**src/rtl/pwm_dual_pkg.sv**
```systemverilog
package pwm_dual_pkg;
  typedef enum logic {
    MODE_COMP     = 1'b0,
    MODE_PUSHPULL = 1'b1
  } pwm_mode_e;

  localparam int unsigned SEL_W = 3;

  localparam logic [SEL_W-1:0] SEL_PERIOD = 3'd0;
  localparam logic [SEL_W-1:0] SEL_DUTY   = 3'd1;
  localparam logic [SEL_W-1:0] SEL_POL    = 3'd2;
  localparam logic [SEL_W-1:0] SEL_MODE   = 3'd3;
  localparam logic [SEL_W-1:0] SEL_EN     = 3'd4;
endpackage

```
**src/rtl/pwm_cfg_shadow.sv**
```systemverilog
module pwm_cfg_shadow
  import pwm_dual_pkg::*;
#(
  parameter int unsigned CW         = 8,
  parameter int unsigned RST_PERIOD = 15
) (
  input  logic             clk,
  input  logic             rst_n,
  input  logic             wr_en,
  input  logic [SEL_W-1:0] wr_sel,
  input  logic [CW-1:0]    wr_data,
  input  logic             wrap_i,
  output logic             run_o,
  output logic [CW-1:0]    per_o,
  output logic [CW-1:0]    duty_o,
  output logic             pol_o,
  output pwm_mode_e        mode_o
);
  localparam logic [CW-1:0] PER_RST = CW'(RST_PERIOD);

  // staged copies written by the port
  logic [CW-1:0] stg_per_q,  stg_per_d;
  logic [CW-1:0] stg_duty_q, stg_duty_d;
  logic          stg_pol_q,  stg_pol_d;
  pwm_mode_e     stg_mode_q, stg_mode_d;
  logic          run_q,      run_d;
  // active copies used by the waveform
  logic [CW-1:0] act_per_q,  act_per_d;
  logic [CW-1:0] act_duty_q, act_duty_d;
  logic          act_pol_q,  act_pol_d;
  pwm_mode_e     act_mode_q, act_mode_d;
  logic          load_act;

  always_comb begin
    stg_per_d  = stg_per_q;
    stg_duty_d = stg_duty_q;
    stg_pol_d  = stg_pol_q;
    stg_mode_d = stg_mode_q;
    run_d      = run_q;
    if (wr_en) begin
      unique case (wr_sel)
        SEL_PERIOD: stg_per_d  = wr_data;
        SEL_DUTY:   stg_duty_d = wr_data;
        SEL_POL:    stg_pol_d  = wr_data[0];
        SEL_MODE:   stg_mode_d = pwm_mode_e'(wr_data[0]);
        SEL_EN:     run_d      = wr_data[0];
        default: ;
      endcase
    end
  end

  assign load_act = !run_q || wrap_i;

  always_comb begin
    act_per_d  = act_per_q;
    act_duty_d = act_duty_q;
    act_pol_d  = act_pol_q;
    act_mode_d = act_mode_q;
    if (load_act) begin
      act_per_d  = stg_per_q;
      act_duty_d = stg_duty_q;
      act_pol_d  = stg_pol_q;
      act_mode_d = stg_mode_q;
    end
  end

  always_ff @(posedge clk or negedge rst_n) begin
    if (!rst_n) begin
      stg_per_q  <= PER_RST;
      stg_duty_q <= '0;
      stg_pol_q  <= 1'b1;
      stg_mode_q <= MODE_COMP;
      run_q      <= 1'b0;
      act_per_q  <= PER_RST;
      act_duty_q <= '0;
      act_pol_q  <= 1'b1;
      act_mode_q <= MODE_COMP;
    end else begin
      stg_per_q  <= stg_per_d;
      stg_duty_q <= stg_duty_d;
      stg_pol_q  <= stg_pol_d;
      stg_mode_q <= stg_mode_d;
      run_q      <= run_d;
      act_per_q  <= act_per_d;
      act_duty_q <= act_duty_d;
      act_pol_q  <= act_pol_d;
      act_mode_q <= act_mode_d;
    end
  end

  assign run_o  = run_q;
  assign per_o  = act_per_q;
  assign duty_o = act_duty_q;
  assign pol_o  = act_pol_q;
  assign mode_o = act_mode_q;


  cfg_hold_chk: assert property (@(posedge clk) disable iff (!rst_n)
    (run_q && !wrap_i) |=> ($stable(act_per_q) && $stable(act_duty_q) &&
                            $stable(act_pol_q) && $stable(act_mode_q)));
endmodule

```
**src/rtl/pwm_period_ctr.sv**
```systemverilog
module pwm_period_ctr #(
  parameter int unsigned CW = 8
) (
  input  logic          clk,
  input  logic          rst_n,
  input  logic          run_i,
  input  logic [CW-1:0] per_i,
  output logic [CW-1:0] cnt_o,
  output logic          phase_o,
  output logic          wrap_o,
  output logic          start_o
);
  logic [CW-1:0] cnt_q, cnt_d;
  logic          phase_q, phase_d;
  logic          at_end;

  assign at_end = (cnt_q == per_i);

  always_comb begin
    cnt_d   = cnt_q;
    phase_d = phase_q;
    if (!run_i) begin
      cnt_d   = '0;
      phase_d = 1'b0;
    end else if (at_end) begin
      cnt_d   = '0;
      phase_d = ~phase_q;
    end else begin
      cnt_d   = cnt_q + 1'b1;
    end
  end

  always_ff @(posedge clk or negedge rst_n) begin
    if (!rst_n) begin
      cnt_q   <= '0;
      phase_q <= 1'b0;
    end else begin
      cnt_q   <= cnt_d;
      phase_q <= phase_d;
    end
  end

  assign cnt_o   = cnt_q;
  assign phase_o = phase_q;
  assign wrap_o  = run_i && at_end;
  assign start_o = run_i && (cnt_q == '0);


  cnt_range_chk: assert property (@(posedge clk) disable iff (!rst_n)
    (run_i && $past(run_i)) |-> (cnt_q <= $past(per_i)) || (cnt_q == '0));


  phase_hold_chk: assert property (@(posedge clk) disable iff (!rst_n)
    (run_i && !at_end) |=> $stable(phase_q));


  idle_clear_chk: assert property (@(posedge clk) disable iff (!rst_n)
    !run_i |=> (cnt_q == '0 && !phase_q));
endmodule

```
**src/rtl/pwm_out_steer.sv**
```systemverilog
module pwm_out_steer
  import pwm_dual_pkg::*;
#(
  parameter int unsigned CW = 8
) (
  input  logic          clk,
  input  logic          rst_n,
  input  logic          run_i,
  input  logic [CW-1:0] cnt_i,
  input  logic          phase_i,
  input  logic [CW-1:0] duty_i,
  input  logic          pol_i,
  input  pwm_mode_e     mode_i,
  output logic          out_a,
  output logic          out_b
);
  logic pulse;
  logic idle_lvl;

  assign pulse    = (cnt_i < duty_i);
  assign idle_lvl = ~pol_i;

  always_comb begin
    out_a = idle_lvl;
    out_b = idle_lvl;
    if (run_i) begin
      if (mode_i == MODE_COMP) begin
        out_a = pulse ? pol_i : idle_lvl;
        out_b = ~out_a;
      end else begin
        out_a = (pulse && !phase_i) ? pol_i : idle_lvl;
        out_b = (pulse &&  phase_i) ? pol_i : idle_lvl;
      end
    end
  end


  pp_exclusive_chk: assert property (@(posedge clk) disable iff (!rst_n)
    (run_i && mode_i == MODE_PUSHPULL) |-> !(out_a == pol_i && out_b == pol_i));


  idle_level_chk: assert property (@(posedge clk) disable iff (!rst_n)
    !run_i |-> (out_a == ~pol_i && out_b == ~pol_i));


  zero_duty_chk: assert property (@(posedge clk) disable iff (!rst_n)
    (run_i && duty_i == '0) |-> (out_a == ~pol_i || mode_i == MODE_COMP));
endmodule

```
**src/rtl/pwm_dual_out.sv**
```systemverilog
module pwm_dual_out
  import pwm_dual_pkg::*;
#(
  parameter int unsigned CW         = 8,
  parameter int unsigned RST_PERIOD = 15
) (
  input  logic             clk,
  input  logic             rst_n,
  input  logic             wr_en,
  input  logic [SEL_W-1:0] wr_sel,
  input  logic [CW-1:0]    wr_data,
  output logic             pwm_a,
  output logic             pwm_b,
  output logic             period_start
);
  logic          rst_meta_q, rst_sync_q;
  logic          run;
  logic [CW-1:0] per, duty, cnt;
  logic          pol, phase, wrap;
  pwm_mode_e     mode;

  // asynchronous assertion, synchronous release
  always_ff @(posedge clk or negedge rst_n) begin
    if (!rst_n) begin
      rst_meta_q <= 1'b0;
      rst_sync_q <= 1'b0;
    end else begin
      rst_meta_q <= 1'b1;
      rst_sync_q <= rst_meta_q;
    end
  end

  pwm_cfg_shadow #(.CW(CW), .RST_PERIOD(RST_PERIOD)) u_cfg (
    .clk    (clk),
    .rst_n  (rst_sync_q),
    .wr_en  (wr_en),
    .wr_sel (wr_sel),
    .wr_data(wr_data),
    .wrap_i (wrap),
    .run_o  (run),
    .per_o  (per),
    .duty_o (duty),
    .pol_o  (pol),
    .mode_o (mode)
  );

  pwm_period_ctr #(.CW(CW)) u_ctr (
    .clk    (clk),
    .rst_n  (rst_sync_q),
    .run_i  (run),
    .per_i  (per),
    .cnt_o  (cnt),
    .phase_o(phase),
    .wrap_o (wrap),
    .start_o(period_start)
  );

  pwm_out_steer #(.CW(CW)) u_out (
    .clk    (clk),
    .rst_n  (rst_sync_q),
    .run_i  (run),
    .cnt_i  (cnt),
    .phase_i(phase),
    .duty_i (duty),
    .pol_i  (pol),
    .mode_i (mode),
    .out_a  (pwm_a),
    .out_b  (pwm_b)
  );


  comp_inverse_chk: assert property (@(posedge clk) disable iff (!rst_sync_q)
    (run && mode == MODE_COMP) |-> (pwm_b != pwm_a));


  strobe_idle_chk: assert property (@(posedge clk) disable iff (!rst_sync_q)
    !run |-> !period_start);
endmodule

```
**config.mk**
```make
export PLATFORM = sky130hd
export DESIGN_NAME = pwm_dual_out
export DESIGN_NICKNAME = d
export VERILOG_FILES = /design/src/rtl/pwm_dual_pkg.sv /design/src/rtl/pwm_cfg_shadow.sv /design/src/rtl/pwm_period_ctr.sv /design/src/rtl/pwm_out_steer.sv /design/src/rtl/pwm_dual_out.sv
export SDC_FILE = /design/constraint.sdc
export NUM_CORES = 1
export LEC_CHECK = 0
export CAP_MARGIN = 15
export CORE_MARGIN = 5
export CORE_UTILIZATION = 52
export DETAILED_ROUTE_END_ITERATION = 10
export PLACE_DENSITY = 0.73
export SLEW_MARGIN = 20
export SYNTH_ARGS = -nofsm -noshare
export SYNTH_HDL_FRONTEND = slang
export SYNTH_SLANG_ARGS = --single-unit
```
**constraint.sdc**
```tcl
create_clock -name clk -period 1.8 [get_ports clk]
set_input_delay 0.36 -clock clk [delete_from_list [all_inputs] [get_ports clk]]
set_output_delay 0.36 -clock clk [all_outputs]
set_load 0.01 [all_outputs]
```
Yosys cells after proc, flatten, opt, wreduce, memory -nomap -nowiden
Index checks and enable logic that the tools add are counted.

word-level totals
  memories = 0
  logic and storage cells = 49
  bits of input ports = 14
  latch bits = 0
  output and inout port bits = 3
  bits in registers = 48
  RAM bits = 0
  bits in read-only memories = 0

operators by class
  equal/unequal tests = 6
  divide/modulo/power cells = 0
  add/subtract/negate cells = 1
  shift operators = 0
  bitwise logic cells = 3
  magnitude comparators = 1
  reductions and logical operators = 14
  mux-type cells = 11
  multiply operators = 0

operator list
  kind                   count
  $mux W8                2
  $reduce_and A2 Y1      5
  $mux W1                9
  $add A8 B1 Y8 const B  1
  $eq A8 B8 Y1           1
  $logic_not A8 Y1       1
  $lt A8 B8 Y1           1
  $eq A3 B2 Y1 const B   2
  $logic_and A1 B1 Y1    4
  $eq A3 B1 Y1 const B   1
  $eq A3 B3 Y1 const B   1
  $logic_not A3 Y1       1
  $not A1 Y1             3
  $logic_not A1 Y1       2
  $ne A2 B1 Y1 const B   1
  $logic_or A1 B1 Y1     1

Longest topological paths before layout
Gate-level depths: netlist of the first run.

  depth after elaboration = 5
  mapped depth = 7
  mapped depth without buffers = 7

Cells and area by module
From an unflattened synthesis of the first run, not the netlist that was laid out.

second synthesis, totals
  cell total of the unflattened synthesis = 181
  area, all modules = 2314.7 um^2

by module, submodules not included
  module          area each (um^2)  cells each  sequential area each (um^2)  times used
  pwm_cfg_shadow  1443.9            83          938.4                        1
  pwm_period_ctr  529.3             54          225.2                        1
  pwm_out_steer   287.8             41          0.0                          1
  pwm_dual_out    53.8              3           50.0                         1

Worst setup path before layout of the first run
Ideal clock, no wire load.

  kind = reg2out
  start = register u_ctr.cnt_q[5] (netlist: u_ctr.cnt_o[5])
  end = output port pwm_b
  arrival time = 1.692 ns
  required time = 1.440 ns
  cell stages (with the launch flop) = 7
  path buffers = 0
  path slack = -0.252 ns
  path through = dfrtp_1 -> ha_1 -> nand2_1 -> nor3_1 -> a21oi_1 -> and4_1 -> a311oi_1

on the way
  word-level cells in the longest chain between the ends = 5
  elaborated cells between the ends (all ways) = 7
  classes of those cells = order compare (1); mux (4); bitwise (1); reduce/logical (1)

ends and longest elaborated chain
  item                                                   line                                      source
  start, declared                                        pwm_period_ctr.sv:13                      logic [CW-1:0] cnt_q, cnt_d;
  start signal, assigned                                 pwm_period_ctr.sv:38                      cnt_q <= cnt_d;
  $lt A8 B8 Y1 (*)                                       pwm_out_steer.sv:20                       assign pulse = (cnt_i < duty_i);
  $logic_and A1 B1 Y1 / $mux W1 (equally long branches)  pwm_out_steer.sv:32, pwm_out_steer.sv:28
  $mux W1 / $not A1 Y1 (equally long branches)           pwm_out_steer.sv:32, pwm_out_steer.sv:29
  $mux W1 (*)                                            pwm_out_steer.sv:27                       if (mode_i == MODE_COMP) begin
  $mux W1 (*)                                            pwm_out_steer.sv:26                       if (run_i) begin
  end, declared                                          pwm_dual_out.sv:13                        output logic pwm_b,

Mark *: on every way between the ends. The rest lies on a longest branch, timed or not.

Final worst setup path of the first run
  start = register u_cfg.act_duty_q[1] (netlist: u_cfg.duty_o[1])
  end = output port pwm_b

on the way
  word-level cells in the longest chain between the ends = 5
  elaborated cells between the ends (all ways) = 7
  classes of those cells = order compare (1); mux (4); bitwise (1); reduce/logical (1)

ends and longest elaborated chain
  item                                                   line                                      source
  start, declared                                        pwm_cfg_shadow.sv:29                      logic [CW-1:0] act_duty_q, act_duty_d;
  start signal, assigned                                 pwm_cfg_shadow.sv:85                      act_duty_q <= act_duty_d;
  $lt A8 B8 Y1 (*)                                       pwm_out_steer.sv:20
  $logic_and A1 B1 Y1 / $mux W1 (equally long branches)  pwm_out_steer.sv:32, pwm_out_steer.sv:28
  $mux W1 / $not A1 Y1 (equally long branches)           pwm_out_steer.sv:32, pwm_out_steer.sv:29
  $mux W1 (*)                                            pwm_out_steer.sv:27
  $mux W1 (*)                                            pwm_out_steer.sv:26

Marked as above.

==> reports/qor.csv, run 1 <==
stage;metric;value;unit
run_status;status;finished with violations;
run_status;violations;setup timing;
worst_setup_path;arrival;2.03;ns
yosys;syn_nets;202;
pwr;p_per_area;1244;nW/um2
timing;fmax;418.2;MHz
floorplan;die_area;5897;um2
hold_path;hold_class;input port to asynchronous set/reset pin;
detailed_routing;vias;1543;
cts;cts_buffers;5;
worst_setup_path;startpoint_type;flip-flop;
run;drv_cap;0;
cts;clk_pin_slew;0.09;ns
placed_design;place.gp.congestion;0.8491;
final_layout;utilization;0.7299;
final_layout;nNetsFinal;256;
worst_setup_path;critPathRequiredTime;1.44;ns
timing;final-max-slew-violation-count;0;
detailed_routing;drtIter0Drc;61;
yosys;synth_cells;179;
detailed_routing;drt-pass1-iter-count;4;
cts;h-tree-depth;2;
floorplan;coreArea;4354;um2
timing;rsz0062_at_grt;true;
timing;setup_viol;29;
final_layout;layout-drive-gt1-share;0.5385;
timing;clock-skew-final;0.005831;ns
detailed_routing;routed_wl;5.153;mm
floorplan;io_pins;17;
yosys;ys_warn_count;0;
cts;cts_sinks;48;
yosys;synth_edf_count;0;
grt;grt_usage;0.1862;
pwr;p_leak;1.460;nW
yosys;synth_seq_area_share;0.5232;
grt;grt_pass1_wl;8.611;mm
final_layout;area_growth;37.00;%
placed_design;io_buffer_count;16;
yosys;synth_common_cells;dfrtp_1, mux2_2, mux2_4, xor2_1, nor2_1;
final_layout;fillers;270;
detailed_routing;drc;0;
grt;gr-total-overflow;0;
yosys;synth_area;2320;um2
worst_setup_path;end_kind;output port;
yosys;synth_top_area_cell;dfrtp_1;
grt;grt_pass1_vias;1735;
timing;hold_ws;0.2038;ns
cts;ctsHoldBuffers;0;
cts;clk_latency;0.30;ns
floorplan;die_w;76.79;um
detailed_routing;ant_nets;0;
timing;hold_viol;0;
worst_setup_path;crit_type;flip-flop to output port;
timing;timing.final.ws_setup;-0.5909;ns
yosys;synth_ff_type;dfrtp_1;
yosys;synth_cell_types;35;
cts;cts_tree;yes;
grt;grt_max_degree;28;
cts;cts_buffer_depth;2;
yosys;yosysTopAreaCellShare;0.4099;
floorplan;core.rowCount;24;
yosys;synth_most_common_cell;dfrtp_1;
yosys;synth_area_per_cell;12.96;um2
yosys;synth.area.top_cells;dfrtp_1, mux2_2, dfstp_2, mux2_4, xor2_1;
pwr;ir_drop;786.9;uV
floorplan;initial_core_util;0.5328;
timing;layout_min_cycle_time;2.391;ns
yosys;ys_ff_latch;48;
grt;grt_antenna_before_repair;0;
detailed_routing;wl_per_cell;18.02;um
floorplan;die_y;76.79;um
yosys;asyncSetResetFlopFracSynth;1.000;
detailed_routing;vias_per_cell;5.395;
timing;setup_tns;-7.139;ns
final_layout;diodes;0;
timing;post-route-period-util;1.328;
placed_design;dp_hpwl;3.262;mm
worst_setup_path;worst-path-max-fanout;2;
cts;clockRootBuffer;clkbuf_8;
## placed cells by master, fill, tap and decap left out, drive strengths merged, types with 5 or more instances in the layout
cell type,n
clkbuf,5
nor2,12
nand2,5
clkdlybuf4s50,13
xor2,13
mux2,37
ha,9
nand3,9
dfrtp,38
buf,40
inv,12
dfstp,10
## what timing repair did
action	in CTS	in global routing
endpoints found under the setup margin	21	30
gates resized for setup	45	17
cloned	2	0
pin swaps	13	16
setup buffers	13	4
## report_power, final
part	internal, mW	switching, mW
clock network	0.286	0.377
logic	0.983	0.652
registers	1.42	0.237
## metrics by stage
step                      setup slack [ns]  instance area [um2]  std cells  power, mW
final                              -0.5909                 3178        286      3.953
after global routing               -0.6700                 3178        286      4.182
after CTS                          -0.6355                 3105        285      3.862
after detailed placement           -0.6718                 2750        265      2.822
after global placement             -0.6149                 2750        265      2.755
after floorplan                    -0.1044                 2331        179      2.358
## path summary, 6_finish.rpt
check | cells past startpoint | end | slack [ns] | start
setup / recovery | 9 | pwm_b | -0.59 | u_cfg.duty_o[1]$_DFFE_PN0P_
hold / removal | 1 | rst_meta_q$_DFF_PN0_ | 0.20 | rst_n
setup reg to reg | 9 | u_cfg.per_o[2]$_DFFE_PN1P_ | -0.32 | u_ctr.cnt_o[1]$_DFF_PN0_
hold reg to reg | 0 | u_cfg.stg_duty_q[1]$_DFFE_PN0P_ | 0.22 | rst_sync_q$_DFF_PN0_
max in group asynchronous | 1 | u_cfg.pol_o$_DFFE_PN1P_ | 1.01 | rst_sync_q$_DFF_PN0_
min in group clk | 0 | rst_sync_q$_DFF_PN0_ | 0.36 | rst_meta_q$_DFF_PN0_
## routing by layer
| layer | vias up | track usage | wire length (um) |
|---|---|---|---|
| met3 | 8 | 0.03396 | 138 |
| met2 | 34 | 0.3285 | 2712 |
| met1 | 775 | 0.2199 | 2222 |
| met5 | - | 0 | 0 |
| li1 | 726 | - | - |
| met4 | 0 | 0.07867 | 79 |
## cell families (layout without fill, tap and decap cells)
family / Yosys count / after routing / share of synthesized area
AOI/OAI and AO/OA: 9 / 9 / 0.02373
buffers and inverters: 16 / 71 / 0.03775
muxes: 37 / 37 / 0.2006
DFF: 48 / 48 / 0.5232
and+or+nand+nor: 43 / 43 / 0.1041
adders and majority gates: 9 / 9 / 0.04854
other: 1 / 1 / 0.001617
xor gates and xnor gates: 16 / 16 / 0.06041
## flip-flops by register name (all words and copies together), names as in the netlist
name / count
u_ctr.phase_o: 1
u_cfg.run_o: 1
u_cfg.stg_pol_q: 1
u_cfg.mode_o: 1
u_cfg.stg_duty_q: 8
u_cfg.duty_o: 8
u_cfg.stg_per_q: 8
u_ctr.cnt_o: 8
u_cfg.stg_mode_q: 1
u_cfg.per_o: 8
rst_meta_q: 1
rst_sync_q: 1
u_cfg.pol_o: 1
## worst max-delay path, cell delays in order, from the launching register on
cell,delay (ns)
dfrtp_1,0.41
inv_2,0.09
ha_4,0.20
o21ai_2,0.13
o21ai_2,0.10
buf_4,0.14
a211oi_2,0.21
a41oi_2,0.06
a311oi_2,0.21
buf_2,0.17
## layout make-up
| type | count | area, um2 | share of cell area |
|---|---|---|---|
| inverter | 10 | 37.54 | 0.01181 |
| tap | 52 | 65.06 | 0.02047 |
| clock buffer | 5 | 68.82 | 0.02165 |
| timing repair buffer | 53 | 565.5 | 0.1780 |
| multi-input combinational | 115 | 1200 | 0.3776 |
| clock inverter | 3 | 26.28 | 0.008268 |
| sequential | 48 | 1215 | 0.3823 |
Note: power is estimated with default switching activity, not from simulation.
==> run 2, diff against run 1 <==
--- a/config.mk
+++ b/config.mk
@@ -6,10 +6,9 @@
 export NUM_CORES = 1
 export LEC_CHECK = 0
 export CAP_MARGIN = 15
-export CORE_MARGIN = 5
 export CORE_UTILIZATION = 52
 export DETAILED_ROUTE_END_ITERATION = 10
-export PLACE_DENSITY = 0.73
+export PLACE_DENSITY = 0.76
 export SLEW_MARGIN = 20
 export SYNTH_ARGS = -nofsm -noshare
 export SYNTH_HDL_FRONTEND = slang
==> reports/qor.csv, run 2 (synthesized netlist as in run 1, its figures left out) <==
stage;metric;value;unit
detailed_routing;drt-pass1-iter-count;5;
final_layout;nNetsFinal;256;
detailed_routing;drc;0;
run_status;violations;setup timing;
final_layout;layout-drive-gt1-share;0.5513;
timing;layout_min_cycle_time;2.364;ns
final_layout;layout_commonest_cell;dfrtp_1;
cts;h-tree-depth;2;
timing;setup_tns;-5.967;ns
worst_setup_path;slowest_stage;dfrtp_1;
detailed_routing;wl_per_cell;19.64;um
pwr;ir_drop;762.8;uV
worst_setup_path;crit_path_frequent_cell;o21ai_4;
timing;hold_viol;0;
final_layout;fin_area;3232;um2
detailed_routing;ant_nets;0;
final_layout;regArea;1215;um2
timing;hold_ws;0.2096;ns
grt;grt_usage;0.2351;
final_layout;stdcell_count;284;
floorplan;core.rowCount;23;
grt;grt_antenna_before_repair;0;
worst_setup_path;arrival;2.00;ns
grt;grt_max_degree;26;
floorplan;coreArea;4144;um2
worst_setup_path;cp_cell_sequence;ha_4 -> o21ai_4 -> o21ai_4 -> buf_4 -> a41oi_2 -> a311oi_2 -> buf_2;
floorplan;die_area;4732;um2
pwr;fin_total_pwr;4.116;mW
detailed_routing;drtIter0Drc;40;
run;drv_cap;0;
cts;clk_latency;0.31;ns
timing;final-max-slew-violation-count;0;
final_layout;area_growth;39.32;%
worst_setup_path;worst-path-max-fanout;3;
grt;grt_pass1_vias;1613;
cts;cts_sinks;48;
timing;worst_slew_pin_slew;0.5419;ns
timing;clock-skew-final;0.004361;ns
placed_design;place.gp.congestion;0.9271;
worst_setup_path;cpPeakStageDelay;0.45;ns
cts;cts_buffer_depth;2;
final_layout;final_cell_mix;dfrtp_1, buf_4, mux2_2;
timing;max_slew_margin;0.6387;
detailed_routing;routed_wl;5.578;mm
grt;grt_pass1_wl;7.686;mm
timing;timing.final.ws_setup;-0.5635;ns
detailed_routing;vias_per_cell;5.595;
run_status;status;finished with violations;
pwr;p_leak;1.462;nW
worst_setup_path;critPathBufInv;2;
worst_setup_path;crit_type;flip-flop to output port;
cts;clockRootBuffer;clkbuf_8;
placed_design;io_buffer_count;16;
worst_setup_path;startpoint_type;flip-flop;
final_layout;fillers;244;
timing;rsz0062_at_grt;true;
cts;cts_tree;yes;
worst_setup_path;worstRegToRegCells;8;
detailed_routing;vias;1589;
hold_path;hold_class;input port to asynchronous set/reset pin;
final_layout;diodes;0;
worst_setup_path;critical_path.top_delay_family;compound AO/OA/AOI/OAI gates;
timing;post-route-period-util;1.313;
floorplan;io_pins;17;
cts;ctsHoldBuffers;0;
timing;fmax;423.1;MHz
worst_setup_path;end_kind;output port;
final_layout;multi_input_area;1272;um2
placed_design;dp_cells;263;
worst_setup_path;critPathRequiredTime;1.44;ns
pwr;p_per_area;1274;nW/um2
grt;gr-total-overflow;0;
placed_design;dpl_cell_area;2748;um2
floorplan;initial_core_util;0.5598;
cts;clk_pin_slew;0.09;ns
floorplan;die_w;68.79;um
cts;cts_buffers;5;
worst_setup_path;cp.depth;7;
floorplan;die_y;68.79;um
placed_design;dp_hpwl;3.275;mm
timing;setup_viol;27;
worst_setup_path;reg2reg_slack;-0.25;ns
-- run 2: power by group --
| group | total (mW) | internal [mW] | leakage (nW) | switching [mW] |
|---|---|---|---|---|
| clock | 0.682 | 0.311 | 0.0434 | 0.371 |
| sequential | 1.65 | 1.42 | 0.575 | 0.236 |
| combinational | 1.78 | 1.05 | 0.843 | 0.728 |
| total | 4.12 | 2.78 | 1.46 | 1.33 |
-- run 2: cell type report --
class                           count  area share
Timing Repair Buffer               53      0.1692
Clock buffer                        6     0.02555
Clock inverter                      2    0.004646
Inverter                           10     0.01161
Tap cell                           50     0.01936
Sequential cell                    48      0.3759
Multi-Input combinational cell    115      0.3937
-- run 2: worst paths after layout --
check / from / endpoint
max in group asynchronous: rst_sync_q$_DFF_PN0_ / u_cfg.stg_per_q[3]$_DFFE_PN1P_
max reg2reg: u_ctr.cnt_o[1]$_DFF_PN0_ / u_cfg.per_o[0]$_DFFE_PN1P_
min: rst_n / rst_sync_q$_DFF_PN0_
min reg2reg: rst_sync_q$_DFF_PN0_ / u_cfg.stg_duty_q[0]$_DFFE_PN0P_
min in group clk: rst_meta_q$_DFF_PN0_ / rst_sync_q$_DFF_PN0_
max: u_ctr.cnt_o[2]$_DFF_PN0_ / pwm_b
-- run 2: metal layers --
metal | GRT usage | vias to the layer above | wire length [um] | share of wire
met5 | 0 | - | 0 | 0
met4 | 0.09949 | 0 | 189 | 0.034
met3 | 0.05757 | 14 | 227 | 0.041
met2 | 0.3958 | 49 | 2919 | 0.52
met1 | 0.2871 | 799 | 2241 | 0.40
li1 | - | 727 | - | -
-- run 2: what timing repair did --
action                                  CTS  global route
gates cloned                              1             0
gates resized for setup                  33            32
endpoints found under the setup margin   21            28
pin swaps                                 8            20
buffers inserted                          5            10
-- run 2: metrics by stage --
| step | setup slack (ns) | util |
|---|---|---|
| 2_1_floorplan | -0.1044 | - |
| 5_1_grt | -0.6855 | 0.7799 |
| 4_1_cts | -0.5993 | 0.7168 |
| 3_5_place_dp | -0.7133 | 0.6630 |
| 3_3_place_gp | -0.5873 | 0.6630 |
| 6_report | -0.5635 | 0.7799 |
